[src/rtl/fp_vec_compare.sv]
module fp_vec_compare #(
  parameter int SP_LANES = 4
) (
  input  logic         clk,
  input  logic         rst,
  input  logic         in_valid,
  input  logic         dbl_mode,
  input  logic [7:0]   imm,
  input  logic [127:0] src_a,
  input  logic [127:0] src_b,
  output logic [127:0] res,
  output logic         res_valid,
  output logic         inv_flag,
  output logic         den_flag
);
  localparam int SPW = 32;
  localparam int DPW = 64;

  logic [2:0] pred;
  assign pred = imm[2:0];

  // {nan, snan, denormal}
  function automatic logic [2:0] cls_sp(input logic [SPW-1:0] v);
    logic n;
    n = (&v[30:23]) && (|v[22:0]);
    return {n, n && !v[22], (~|v[30:23]) && (|v[22:0])};
  endfunction

  function automatic logic [2:0] cls_dp(input logic [DPW-1:0] v);
    logic n;
    n = (&v[62:52]) && (|v[51:0]);
    return {n, n && !v[51], (~|v[62:52]) && (|v[51:0])};
  endfunction

  // {equal, less}
  function automatic logic [1:0] rel_sp(input logic [SPW-1:0] a, input logic [SPW-1:0] b);
    logic z, l;
    z = (~|a[30:0]) && (~|b[30:0]);
    if (z)                l = 1'b0;
    else if (a[31] != b[31]) l = a[31];
    else if (!a[31])      l = a[30:0] < b[30:0];
    else                  l = a[30:0] > b[30:0];
    return {z || (a == b), l};
  endfunction

  function automatic logic [1:0] rel_dp(input logic [DPW-1:0] a, input logic [DPW-1:0] b);
    logic z, l;
    z = (~|a[62:0]) && (~|b[62:0]);
    if (z)                l = 1'b0;
    else if (a[63] != b[63]) l = a[63];
    else if (!a[63])      l = a[62:0] < b[62:0];
    else                  l = a[62:0] > b[62:0];
    return {z || (a == b), l};
  endfunction

  // {true, invalid, denormal}
  function automatic logic [2:0] judge(input logic [2:0] p, input logic [2:0] ca,
                                       input logic [2:0] cb, input logic [1:0] r);
    logic ord, t, q_inv;
    ord = !ca[2] && !cb[2];
    case (p)
      3'd0: t = ord && r[1];
      3'd1: t = ord && r[0];
      3'd2: t = ord && (r[1] || r[0]);
      3'd3: t = !ord;
      3'd4: t = !(ord && r[1]);
      3'd5: t = !(ord && r[0]);
      3'd6: t = !(ord && (r[1] || r[0]));
      default: t = ord;
    endcase
    q_inv = !ord && (p[1:0] == 2'd1 || p[1:0] == 2'd2);
    return {t, ca[1] || cb[1] || q_inv, ca[0] || cb[0]};
  endfunction

  logic [SP_LANES*SPW-1:0] sp_mask;
  logic [SP_LANES-1:0]     sp_inv, sp_den;

  for (genvar i = 0; i < SP_LANES; i++) begin : g_lane
    logic [SPW-1:0] la, lb;
    logic [2:0]     j;
    assign la = src_a[i*SPW +: SPW];
    assign lb = src_b[i*SPW +: SPW];
    assign j  = judge(pred, cls_sp(la), cls_sp(lb), rel_sp(la, lb));
    assign sp_mask[i*SPW +: SPW] = {SPW{j[2]}};
    assign sp_inv[i] = j[1];
    assign sp_den[i] = j[0];
  end

  logic [2:0] dj;
  assign dj = judge(pred, cls_dp(src_a[DPW-1:0]), cls_dp(src_b[DPW-1:0]),
                    rel_dp(src_a[DPW-1:0], src_b[DPW-1:0]));

  logic [127:0] nxt_res;
  logic         nxt_inv, nxt_den;
  assign nxt_res = dbl_mode ? {src_a[127:DPW], {DPW{dj[2]}}} : sp_mask;
  assign nxt_inv = dbl_mode ? dj[1] : |sp_inv;
  assign nxt_den = dbl_mode ? dj[0] : |sp_den;

  always_ff @(posedge clk) begin
    if (rst) begin
      res       <= '0;
      res_valid <= 1'b0;
      inv_flag  <= 1'b0;
      den_flag  <= 1'b0;
    end else begin
      res_valid <= in_valid;
      if (in_valid) begin
        res      <= nxt_res;
        inv_flag <= nxt_inv;
        den_flag <= nxt_den;
      end
    end
  end
endmodule

[config.mk]
export PLATFORM = sky130hd
export DESIGN_NAME = fp_vec_compare
export DESIGN_NICKNAME = d
export VERILOG_FILES = /design/src/rtl/fp_vec_compare.sv
export SDC_FILE = /design/constraint.sdc
export NUM_CORES = 1
export LEC_CHECK = 0
export ABC_AREA = 1
export BUFFER_PORTS_ARGS = -buffer_cell sky130_fd_sc_hd__clkbuf_2
export CAP_MARGIN = 20
export CELL_PAD_IN_SITES_DETAIL_PLACEMENT = 1
export CELL_PAD_IN_SITES_GLOBAL_PLACEMENT = 2
export CORE_MARGIN = 2
export CORE_UTILIZATION = 22
export CTS_BUF_LIST = sky130_fd_sc_hd__clkbuf_2
export DETAILED_ROUTE_END_ITERATION = 10
export MAX_ROUTING_LAYER = met4
export PLACE_DENSITY_LB_ADDON = 0.1
export SLEW_MARGIN = 40
export SYNTH_ARGS = -nofsm -noshare
export SYNTH_HDL_FRONTEND = slang
export SYNTH_SLANG_ARGS = --single-unit
[constraint.sdc]
create_clock -name clk -period 2.4 [get_ports clk]
set_clock_uncertainty 0.05 [all_clocks]
set_input_delay 0.48 -clock clk [delete_from_list [all_inputs] [get_ports clk]]
set_output_delay 0.48 -clock clk [all_outputs]
set_load 0.01 [all_outputs]
# Word-level counts from Yosys, hierarchy flattened
# Index checks and enable logic that the tools add are counted.
# word_totals
output_inout_bits	131
input_bits	268
reg_bits	131
wordCells	243
# op_classes
n_reduce_logical	189
mux	23
order_cmp	10
eq_ne	17
# ops
operator	n
$reduce_or 31->1	8
$reduce_or 23->1	8
$eq 32x32->1	4
$mux 128	1
$reduce_or 63->1	2
$gt 31x31->1	4
$lt 31x31->1	4
$reduce_or 52->1	2
$eq 64x64->1	1
$reduce_and 8->1	8
$reduce_or 8->1	8
$gt 63x63->1	1
$lt 63x63->1	1
$logic_and 1x1->1	60
$logic_not 1->1	60
$pmux 1 s7	5
$logic_or 1x1->1	26
$reduce_and 11->1	2
$reduce_or 11->1	2
$mux 1	17
$eq 3x3->1 const B	3
$reduce_or 4->1	2
$eq 3x2->1 const B	2
$ne 1x1->1	4
other kinds (4)	4

# Depth between registers and ports, before layout
# Gate-level depths: netlist of run 1.
# logic_depth
word_depth	9
ltp_mapped	23
depth_no_buf	23

# Worst setup path after synthesis of run 1
# No wires, ideal clock.
# synth_path
path_kind	input -> register
startpoint	in src_b[126]
endpoint	reg res[100]
cell_stages	18
setup_ns	0.122
path_buffers	1
t_required_ns	2.228
t_arrival_ns	2.284
slack_ns	-0.055
path_cell_list	inv_1 -> ha_1 -> nand2_1 -> nor2_1 -> nand4_1 -> nor3_1 -> nand2_1 -> nand2_1 -> nor2_1 -> nand2_1 -> nand2_1 -> nand2_1 -> nand2_1 -> nand2_1 -> nand3_2 -> o21ai_4 -> buf_6 -> a21oi_2
# synth_between
elab_chain_cells	9
word_cells_on_any_way	24
cone_classes	order compare: 2; eq/ne: 1; mux: 5; reduce/logical: 16
# synth_rtl
item	line_no	text
from (decl)	10	input logic [127:0] src_b,
$lt 31x31->1, or another cell as far along	41	else if (!a[31]) l = a[30:0] < b[30:0];
$mux 1 or $logic_not 1->1 (tied branches)	41, 38	
$mux 1 or $logic_and 1x1->1 (tied branches)	40, 38	
$mux 1 or $logic_or 1x1->1 (tied branches)	39, 43	
$logic_or 1x1->1	64, 68	
$logic_and 1x1->1	64, 68	
$logic_not 1->1	68	3'd6: t = !(ord && (r[1] || r[0]));
$pmux 1 s7 *	61	case (p)
$mux 128 *	95	assign nxt_res = dbl_mode ? {src_a[127:DPW], {DPW{dj[2]}}} : sp_mask;
to (signal assigned)	108	res <= nxt_res;
to (decl)	11	output logic [127:0] res,
# Every way passes the cells marked *; elsewhere a longest branch is shown, timed or not.
# A chain may end at the register's enable or synchronous reset.

# Worst setup path in the final report of run 1
# layout_path
startpoint	in src_a[124]
endpoint	reg res[115]
# layout_between
elab_chain_cells	9
word_cells_on_any_way	24
cone_classes	order compare: 2; eq/ne: 1; mux: 5; reduce/logical: 16
# layout_rtl
item	line_no	text
from (decl)	9	input logic [127:0] src_a,
$lt 31x31->1, or another cell as far along	41	
$mux 1 or $logic_not 1->1 (tied branches)	41, 38	
$mux 1 or $logic_and 1x1->1 (tied branches)	40, 38	
$mux 1 or $logic_or 1x1->1 (tied branches)	39, 43	
$logic_or 1x1->1	64, 68	
$logic_and 1x1->1	64, 68	
$logic_not 1->1	68	
$pmux 1 s7 *	61	
$mux 128 *	95	
# Marked as above.

==> results.md, run 1 <==
* # rows at 73
* Total grt overflow at 0
* Cts hold-fix bufs at 0
* Pwr dens at 322.1 nW/um^2
* Main area contributors after synthesis: ha_1 19%, dfxtp_1 16%, a21oi_1 11%, nand2_1 10%, inv_1 8.3%
* Syn Nets at 1812
* Final setup fails at 0
* Crit path DAT at 2.72 ns
* DR WL/cell at 16.17 um
* Synth unique cells at 40
* Leakage power at 7.153 nW
* Synth top area share at 18.58%
* Final Hold Viols at 0
* Routed via count at 11460
* Cell total after placement at 2503
* Core ar. at 39550 sq um
* Antenna violations before repair at 4
* Vias in the first global route at 11770
* Die width at 203.5 um
* Relative slew margins at 69.66%
* Sequential element share of the synthesized area at 15.78%
* Final worst-path cycle share at 95.03%
* Area Growth Syn to Fin at 50.61%
* Crit Path Category: in -> reg
* Residual DRC at 0
* Worst Path Buf+Inv at 3
* Final WL at 40.87 mm
* Maximum capacitance violations at 0
* Max incr delay on CP at 0.29 ns
* Worst VDD drop at 0.1891 mV
* Largest net degree at the start of global routing at 47
* Clock sinks at 69
* Final Util at 33.34%
* Final antenna-violating net count at 0
* YS warnings at 0
* Highest-delay cell along the critical path: ha_4
* Die ar. at 41410 sq um
* Max-slew violation count at 0
* Mean Syn Cell Area at 6.191 sq um
* CP top delay family: simple AND/OR/NAND/NOR gates
* TritonRoute pass-1 iters at 4
* Design area at 13190 sq um
* Clock Tree Buf Depth at 2
* Status: complete, no violations
* Top cell by count, worst path: nand2_1
* # H-tree levels at 3
* F_max at 438.4 MHz
* CTS tree: yes
* Placed Instance Area at 12870 sq um
* Type of the most critical hold path: in -> reg
* CTS clk-pin slew, worst paths at 0.23 ns
* Crit. End Element: register
* Vias per cell at 4.534
* Share of cells above drive strength 1 at 37.09%
* Starting Density at 22.14%
* WP data required at 2.84 ns
* GPL Wtd Cong at 0.8388
* Initial DRC Count at 275
* Global-route usage over all layers at 19.76%
* CP cell instances: clkbuf_2 > ha_4 > nand2_1 > nor2_2 > nand4_1 > nor3_2 > nand2_1 > nand2_1 > nor2_1 > nand2_2 > nand2_1 > nand2_1 > nand2_1 > nand2_1 > nand3_2 > o21ai_4 > buf_12 > buf_6 > a21oi_1
* Netlist area before placement at 8755 sq um
* Post-Layout Cell Count at 2527
* Yosys reg bits at 69
* Port buffer count at 393
* Global-route wire length before repair at 62.91 mm
* Worst-skew pair later-pin latency at 0.52 ns
* Num CTS Buffers at 9
* Syn Inst Count at 1414
* Total I/O pin count at 399
* Startpoint Class: input pin
* Minimum clock period at 2.281 ns
* Post-layout nets at 2391
* Synth area leader: ha_1
* Clock Tree Root: clkbuf_2
* Die H at 203.5 um
* Worst-margin pin slew at 0.4550 ns
* Peak fanout along the critical path at 10
* Post-detail-place hpwl at 35.78 mm
* RSZ-0062 raised after global routing: true
==> state kept, by name, indices dropped and copies added (netlist names) <==
signal     flops
res           66
den_flag       1
inv_flag       1
res_valid      1
==> metrics by stage <==
step                      power, W  setup TNS [ns]  hold slack [ns]  setup WS, ns
after detailed placement  0.003412          -34.31           0.4679       -0.5595
final                     0.004247               0           0.1028        0.1192
after global placement    0.003384          -30.88           0.4555       -0.5214
after CTS                 0.004267               0          0.06903       0.04854
after global routing      0.004605        -0.01827          0.05188      -0.01827
after floorplan           0.002372               0           0.4924       0.01685
==> Yosys cell counts, drive strengths merged <==
library cell / count
inv: 195
nor4: 24
ha: 130
nand3: 59
and2: 2
a21o: 4
dfxtp: 69
nor3: 26
or2: 4
nor2: 167
o211ai: 3
and3: 1
a21oi: 198
o22ai: 2
o21bai: 1
buf: 68
o2111ai: 1
a211oi: 3
xor2: 2
a22oi: 1
o21ai: 96
o21a: 5
clkbuf: 30
o221ai: 3
o41ai: 1
nand2: 245
nand4: 71
nor3b: 1
o31ai: 1
a221o: 1
==> layout by cell type, fill, tap and decap left out, drive strengths merged, types with 2 or more instances in the layout <==
cell and n:
clkbuf 406, buf 271, nand2 245, a21oi 198, inv 195, nor2 167
ha 130, o21ai 96, nand4 71, dfxtp 69, nand3 59, nor3 26
nor4 24, o21a 5, diode 4, a21o 4, or2 4, o211ai 3
a211oi 3, o221ai 3, xor2 2, and2 2, o22ai 2, bufinv 2
clkinv 2
==> path summary, 6_finish.rpt <==
kind | startpoint | to | slack (ns) | cells after the start
max reg2reg | res[63] | res[63] | 1.40 | 5
min | rst | res_valid | 0.10 | 2
min reg2reg | res[105] | res[105] | 0.49 | 2
max | src_a[124] | res[115] | 0.12 | 19
==> cell families after synthesis <==
kind of cell    count (synthesis)  synth area share (%)
simple gates                  600                 30.21
compound gates                320                 19.71
buf+inv                       293                 15.52
fa+ha+maj                     130                 18.58
flops                          69                 15.78
xor+xnor                        2                0.2001
==> power breakdown <==
part,switching (W),internal (W)
clock,0.000471,0.000357
combinational,0.00116,0.000963
sequential,0.0000580,0.00124
==> metal layers <==
metal	track usage (%)	wire (um)	vias to the layer above
li1	-	-	5890
met1	26.47	19970	5265
met2	32.83	18890	282
met3	2.173	1637	21
met4	2.581	371	0
met5	-	0	-
==> cell type report <==
cell class                 count  area [sq um]
antenna                        4         10.01
clock buffer                  11         55.05
clock inverter                 5         85.08
fill                        5229         26360
inverter                     195         734.5
multi-input combinational   1052          6153
sequential                    69          1381
tap                          525         656.9
timing repair buffer         666          4109
==> repair_timing <==
item	in CTS	in global routing
gates resized for setup	0	26
buffers inserted	0	1
setup endpoints to repair	0	60
No activity file was read; power rests on OpenSTA's default activity.
==> run 2: changes to the inputs <==
--- a/config.mk
+++ b/config.mk
@@ -5,7 +5,7 @@
 export SDC_FILE = /design/constraint.sdc
 export NUM_CORES = 1
 export LEC_CHECK = 0
-export ABC_AREA = 1
+export ABC_AREA = 0
 export BUFFER_PORTS_ARGS = -buffer_cell sky130_fd_sc_hd__clkbuf_2
 export CAP_MARGIN = 20
 export CELL_PAD_IN_SITES_DETAIL_PLACEMENT = 1
@@ -14,7 +14,6 @@
 export CORE_UTILIZATION = 22
 export CTS_BUF_LIST = sky130_fd_sc_hd__clkbuf_2
 export DETAILED_ROUTE_END_ITERATION = 10
-export MAX_ROUTING_LAYER = met4
 export PLACE_DENSITY_LB_ADDON = 0.1
 export SLEW_MARGIN = 40
 export SYNTH_ARGS = -nofsm -noshare
==> constraint.sdc (replaced) <==
create_clock -name clk -period 2.4 [get_ports clk]
set_clock_uncertainty 0.05 [all_clocks]
set_input_delay 0 -clock clk [delete_from_list [all_inputs] [get_ports clk]]
set_output_delay 0 -clock clk [all_outputs]
set_load 0.01 [all_outputs]
==> results.md, run 2 <==
* Routed via count at 9940
* Worst-margin pin slew at 0.5268 ns
* Placed Instance Area at 11640 sq um
* CTS tree: yes
* Yosys reg bits at 69
* Startpoint Class: input pin
* Worst-skew pair later-pin latency at 0.57 ns
* Relative slew margins at 64.56%
* Area Growth Syn to Fin at 63.50%
* Status: complete, no violations
* Die H at 192.9 um
* Clock sinks at 69
* # H-tree levels at 3
* Vias per cell at 4.621
* YS warnings at 0
* Design area at 12830 sq um
* R2R depth at 3
* Initial DRC Count at 253
* Cell total after placement at 2055
* Global-route wire length before repair at 53.16 mm
* Hold Path End: inv_flag
* Reg-to-reg endpoint: res[31]
* Post-layout nets at 2081
* Max-slew violation count at 0
* Clock Tree Root: clkbuf_2
* Final setup TNS at 0 ns
* Commonest non-fill, non-tap cell in the layout: clkbuf_2
* Final Hold Viols at 0
* Crit path DAT at 2.82 ns
* Worst VDD drop at 0.1952 mV
* DR WL/cell at 16.43 um
* TritonRoute pass-1 iters at 4
* Core ar. at 35310 sq um
* Die width at 192.9 um
* Total I/O pin count at 399
* Synth area leader: ha_1
* Hold_sp: src_a[51]
* Peak fanout along the critical path at 8
* Highest-delay cell along the critical path: dlygate4sd3_1
* Final setup fails at 0
* Crit Path Category: in -> reg
* CP top delay family: buffers and inverters
* Max incr delay on CP at 0.55 ns
* Max FFs per register at 66
* Synth top area share at 20.72%
* Share of cells above drive strength 1 at 42.83%
* Global-route usage over all layers at 18.08%
* Type of the most critical hold path: in -> reg
* Final WL at 35.33 mm
* Post-detail-place hpwl at 29.61 mm
* Leakage power at 6.763 nW
* Fraction of registers with async set/reset at 0%
* Num CTS Buffers at 9
* Mean Syn Cell Area at 7.469 sq um
* WP data required at 2.86 ns
* Most flops, register: res
* Top-count cell post-synth: inv_1
* Syn Nets at 1449
* F_max at 422.9 MHz
* Top cell by count, worst path: buf_4
* Final antenna-violating net count at 0
* Crit. End Element: register
* Main area contributors after synthesis: ha_1 21%, dfxtp_1 18%, inv_1 6.6%, buf_4 5.9%, a21oi_1 5.1%
* Residual DRC at 0
* Final worst-path cycle share at 98.52%
* Pwr dens at 320.8 nW/um^2
* Reg2reg setup slack at 1.39 ns
* Hold Slack at 0.07074 ns
* Post-synth top flop: dfxtp_1
* Vias in the first global route at 10230
* Commonest cells post-synth: 138 x inv_1, 130 x ha_1, 80 x a21oi_1, 75 x nand2_1, 75 x nor2_1
* GPL Wtd Cong at 0.7839
* Maximum capacitance violations at 0
* RR Startpoint: res[31]
* Synth unique cells at 67
* Antenna violations before repair at 4
* CP cell instances: clkbuf_2 > dlygate4sd3_1 > buf_4 > nor4_2 > nand2_1 > nor2_2 > buf_4 > buf_4 > nand3_2 > a21oi_2 > buf_4 > a211o_1 > o311ai_2 > a41o_2 > clkbuf_16 > a21oi_2
* Starting Density at 22.23%
* Netlist area before placement at 7850 sq um
* Post-Layout Cell Count at 2151
* Post-synth EDFFs at 0
* Clock Tree Buf Depth at 2
* Total grt overflow at 0
* Die ar. at 37210 sq um
* CTS clk-pin slew, worst paths at 0.23 ns
* Most frequent cells in the layout: 401 x clkbuf_2, 239 x buf_4, 138 x inv_1, 130 x ha_1, 74 x nand2_1
* Port buffer count at 393
* Hold depth at 7
* Worst Path Buf+Inv at 7
* Syn Inst Count at 1051
* Largest net degree at the start of global routing at 42
* Minimum clock period at 2.365 ns
* Sequential element share of the synthesized area at 17.60%
* # rows at 69
## run 2: cell count changes in the layout (fill, tap and decap cells not counted), sizes merged, moves of 40 or more
cell,change
a21oi,-118
dlygate4sd3,+72
inv,-55
nand2,-170
nand3,-42
nor2,-91
nor4,+40
o21ai,-67
## run 2: cell type report
class / count / area (sq um)
fill: 4504 / 22480
clock inverter: 6 / 70.07
sequential: 69 / 1381
antenna: 2 / 5.005
timing repair buffer: 712 / 4659
multi-input combinational: 753 / 5574
clock buffer: 10 / 50.05
inverter: 138 / 518.0
tap: 461 / 576.8
## run 2: logic make-up (layout without fill, tap and decap cells)
group           count (synthesis)  in the layout  synth area share (%)
compound gates                266            266                 22.04
xor+xnor                        3              3                0.3348
fa+ha+maj                     130            130                 20.72
buf+inv                       229            866                 14.60
flops                          69             69                 17.60
mux                             4              4                0.5260
other cells                     0              2                     0
simple gates                  350            350                 24.18
## run 2: report_power, final
part           internal [W]  switching, W
Combinational      0.000998       0.00103
Clock              0.000255      0.000515
Sequential          0.00126     0.0000634
Total               0.00251       0.00160
## run 2: worst max path at each step
stage               start       end  cells after the start  slack, ns
3_5_place_dp    src_b[50]   res[31]                     14      -0.62
3_3_place_gp   src_b[108]  res[109]                     15      -0.55
6_report        src_a[71]   res[90]                     16       0.04
5_1_grt         src_b[50]   res[31]                     14      -0.02
2_1_floorplan    src_b[4]   res[31]                     12      0.004
4_1_cts         src_a[81]   res[89]                     14      0.005
## run 2: what timing repair did
item | in CTS | in global routing
gates resized for setup | 0 | 49
setup endpoints to repair | 0 | 67
buffers inserted | 0 | 2
endpoints found under the hold margin | 69 | 2
hold buffers | 72 | 2
## run 2: through the flow
stage               utilization [%]  total power [W]  setup WS (ns)
floorplan                         -         0.002292       0.003895
global placement              32.96         0.003191        -0.5500
detailed placement            32.96         0.003220        -0.6217
CTS                           35.34         0.004108       0.005426
global route                  36.35         0.004471       -0.01755
finish                        36.35         0.004117        0.03544
## run 2: layer usage
layer | part of all wire, % | GRT usage (%)
met1 | 45 | 22.83
met2 | 48 | 31.53
met3 | 6.2 | 4.292
met4 | 1.1 | 2.972
met5 | 0.14 | 0
## run 2: worst reg2reg max path, cell delays in order, from the launching register on
cell	delay [ns]
dfxtp_1	0.36
buf_4	0.27
nor2_1	0.07
a211oi_1	0.21
==> run 3: changes to the inputs <==
--- a/config.mk
+++ b/config.mk
@@ -6,14 +6,14 @@
 export NUM_CORES = 1
 export LEC_CHECK = 0
 export ABC_AREA = 0
-export BUFFER_PORTS_ARGS = -buffer_cell sky130_fd_sc_hd__clkbuf_2
 export CAP_MARGIN = 20
 export CELL_PAD_IN_SITES_DETAIL_PLACEMENT = 1
 export CELL_PAD_IN_SITES_GLOBAL_PLACEMENT = 2
-export CORE_MARGIN = 2
-export CORE_UTILIZATION = 22
+export CORE_MARGIN = 3
+export CORE_UTILIZATION = 31
 export CTS_BUF_LIST = sky130_fd_sc_hd__clkbuf_2
 export DETAILED_ROUTE_END_ITERATION = 10
+export DONT_BUFFER_PORTS = 1
 export PLACE_DENSITY_LB_ADDON = 0.1
 export SLEW_MARGIN = 40
 export SYNTH_ARGS = -nofsm -noshare
==> results.md, run 3 (same netlist as run 2, synthesis figures left out) <==
* Vias per cell at 5.451
* Worst-skew pair later-pin latency at 0.56 ns
* Metal3 WL at 2.589 mm
* Die H at 165.1 um
* Vias in the first global route at 8910
* Largest net degree at the start of global routing at 78
* Total grt overflow at 0
* Startpoint Class: input pin
* GPL Wtd Cong at 0.8409
* Global-route wire length before repair at 48.11 mm
* # rows at 57
* CTS clk-pin slew, worst paths at 0.21 ns
* Peak fanout along the critical path at 3
* Max incr delay on CP at 0.57 ns
* Worst VDD drop at 0.1954 mV
* Post-detail-place hpwl at 25.49 mm
* Core ar. at 24600 sq um
* Worst-margin pin slew at 0.6549 ns
* Relative slew margins at 56.45%
* Max-slew violation count at 0
* Routed via count at 8187
* WP data required at 2.83 ns
* Max FFs per register at 66
* Top cell by count, worst path: nor2_1
* Total I/O pin count at 399
* Metal2 WL at 15.09 mm
* Clock Tree Buf Depth at 2
* Cell total after placement at 1372
* Num CTS Buffers at 9
* Residual DRC at 0
* Antenna violations before repair at 1
* F_max at 453.0 MHz
* Final Util at 39.34%
* Final setup fails at 0
* Port buffer count at 0
* CP cell instances: nor4_1 > nand4_1 > buf_4 > nand3b_1 > nand2_1 > o221ai_1 > or4_1 > nor2_1 > a32oi_1 > dlygate4sd3_1 > mux2i_1 > nor2_1
* Most frequent cells in the layout: 138 x inv_1, 130 x ha_1, 110 x dlygate4sd3_1, 84 x buf_4, 80 x a21oi_1
* Commonest non-fill, non-tap cell in the layout: inv_1
* Die ar. at 27270 sq um
* RSZ-0062 raised after global routing: false
* Clock Tree Root: clkbuf_2
* Starting Density at 31.90%
* Crit Path Category: in -> reg
* TritonRoute pass-1 iters at 4
* Pwr dens at 345.2 nW/um^2
* Die width at 165.1 um
* Met1 wire length at 13.55 mm
* Most flops, register: res
* Crit. End Element: register
* Type of the most critical hold path: in -> reg
* # H-tree levels at 3
* Crit path DAT at 2.64 ns
* DR WL/cell at 21.18 um
* Reg2reg setup slack at 1.08 ns
* Clock sinks at 69
* Final Hold Viols at 0
* Share of cells above drive strength 1 at 11.98%
* Initial DRC Count at 310
* Maximum capacitance violations at 0
* Final WL at 31.81 mm
* Post-layout nets at 1571
* Post-Layout Cell Count at 1502
* Final antenna-violating net count at 0
* Status: complete, no violations
* Hold Slack at 0.07406 ns
* Area Growth Syn to Fin at 23.30%
* Highest-delay cell along the critical path: dlygate4sd3_1
* Global-route usage over all layers at 22.48%
* Final worst-path cycle share at 91.97%
* Minimum clock period at 2.207 ns
* Leakage power at 4.414 nW
* CTS tree: yes
* Top layer in use: met4
==> run 3: repair_timing <==
action                                  in CTS  in global routing
gates resized for setup                      0                  6
endpoints found under the setup margin       0                 44
setup buffers                                0                  1
endpoints found under the hold margin       69                  0
hold buffers                               113                  0
==> run 3: final timing paths <==
kind	start	endpoint	cells past startpoint
worst max-delay path	src_b[22]	inv_flag	12
worst min-delay path	imm[0]	res[31]	5
worst max register to register	den_flag	den_flag	3
worst min register to register	res[112]	res[112]	2
==> run 3: power breakdown <==
group          internal (W)  leakage (nW)  switching (W)
clock network      0.000242        0.0671       0.000433
registers           0.00126         0.576       0.000158
logic              0.000616          3.77       0.000633
==> run 3: stage by stage <==
stage	instance area, sq um	TNS, ns	worst slack (ns)	total power (W)
final	9679	0	0.1926	0.003341
after global routing	9679	0	0.03024	0.003619
after CTS	9641	0	0.1288	0.003376
after detailed placement	8374	-16.29	-0.5150	0.002465
after global placement	8371	-15.84	-0.4462	0.002444
after floorplan	7856	0	0.003895	0.002292
==> run 3: cell type report <==
class,count,area (sq um)
Clock buffer,12,60.06
Timing Repair Buffer,202,1891
Fill cell,3046,14930
Tap cell,324,405.4
Antenna cell,1,2.502
Clock inverter,3,37.54
Inverter,138,518.0
Multi-Input combinational cell,753,5376
Sequential cell,69,1389
==> run 3: critical path, delay by kind of cell <==
family / cells / cell delay, ns
compound gates: 2 / 0.20
simple gates: 7 / 1.50
buf+inv: 2 / 0.79
mux: 1 / 0.14
==> run 3: routing by layer <==
metal	vias to the layer above	GRT usage (%)
met1	3832	27.72
met3	42	7.234
li1	4049	-
met4	0	4.575
met5	-	0
met2	264	38.37
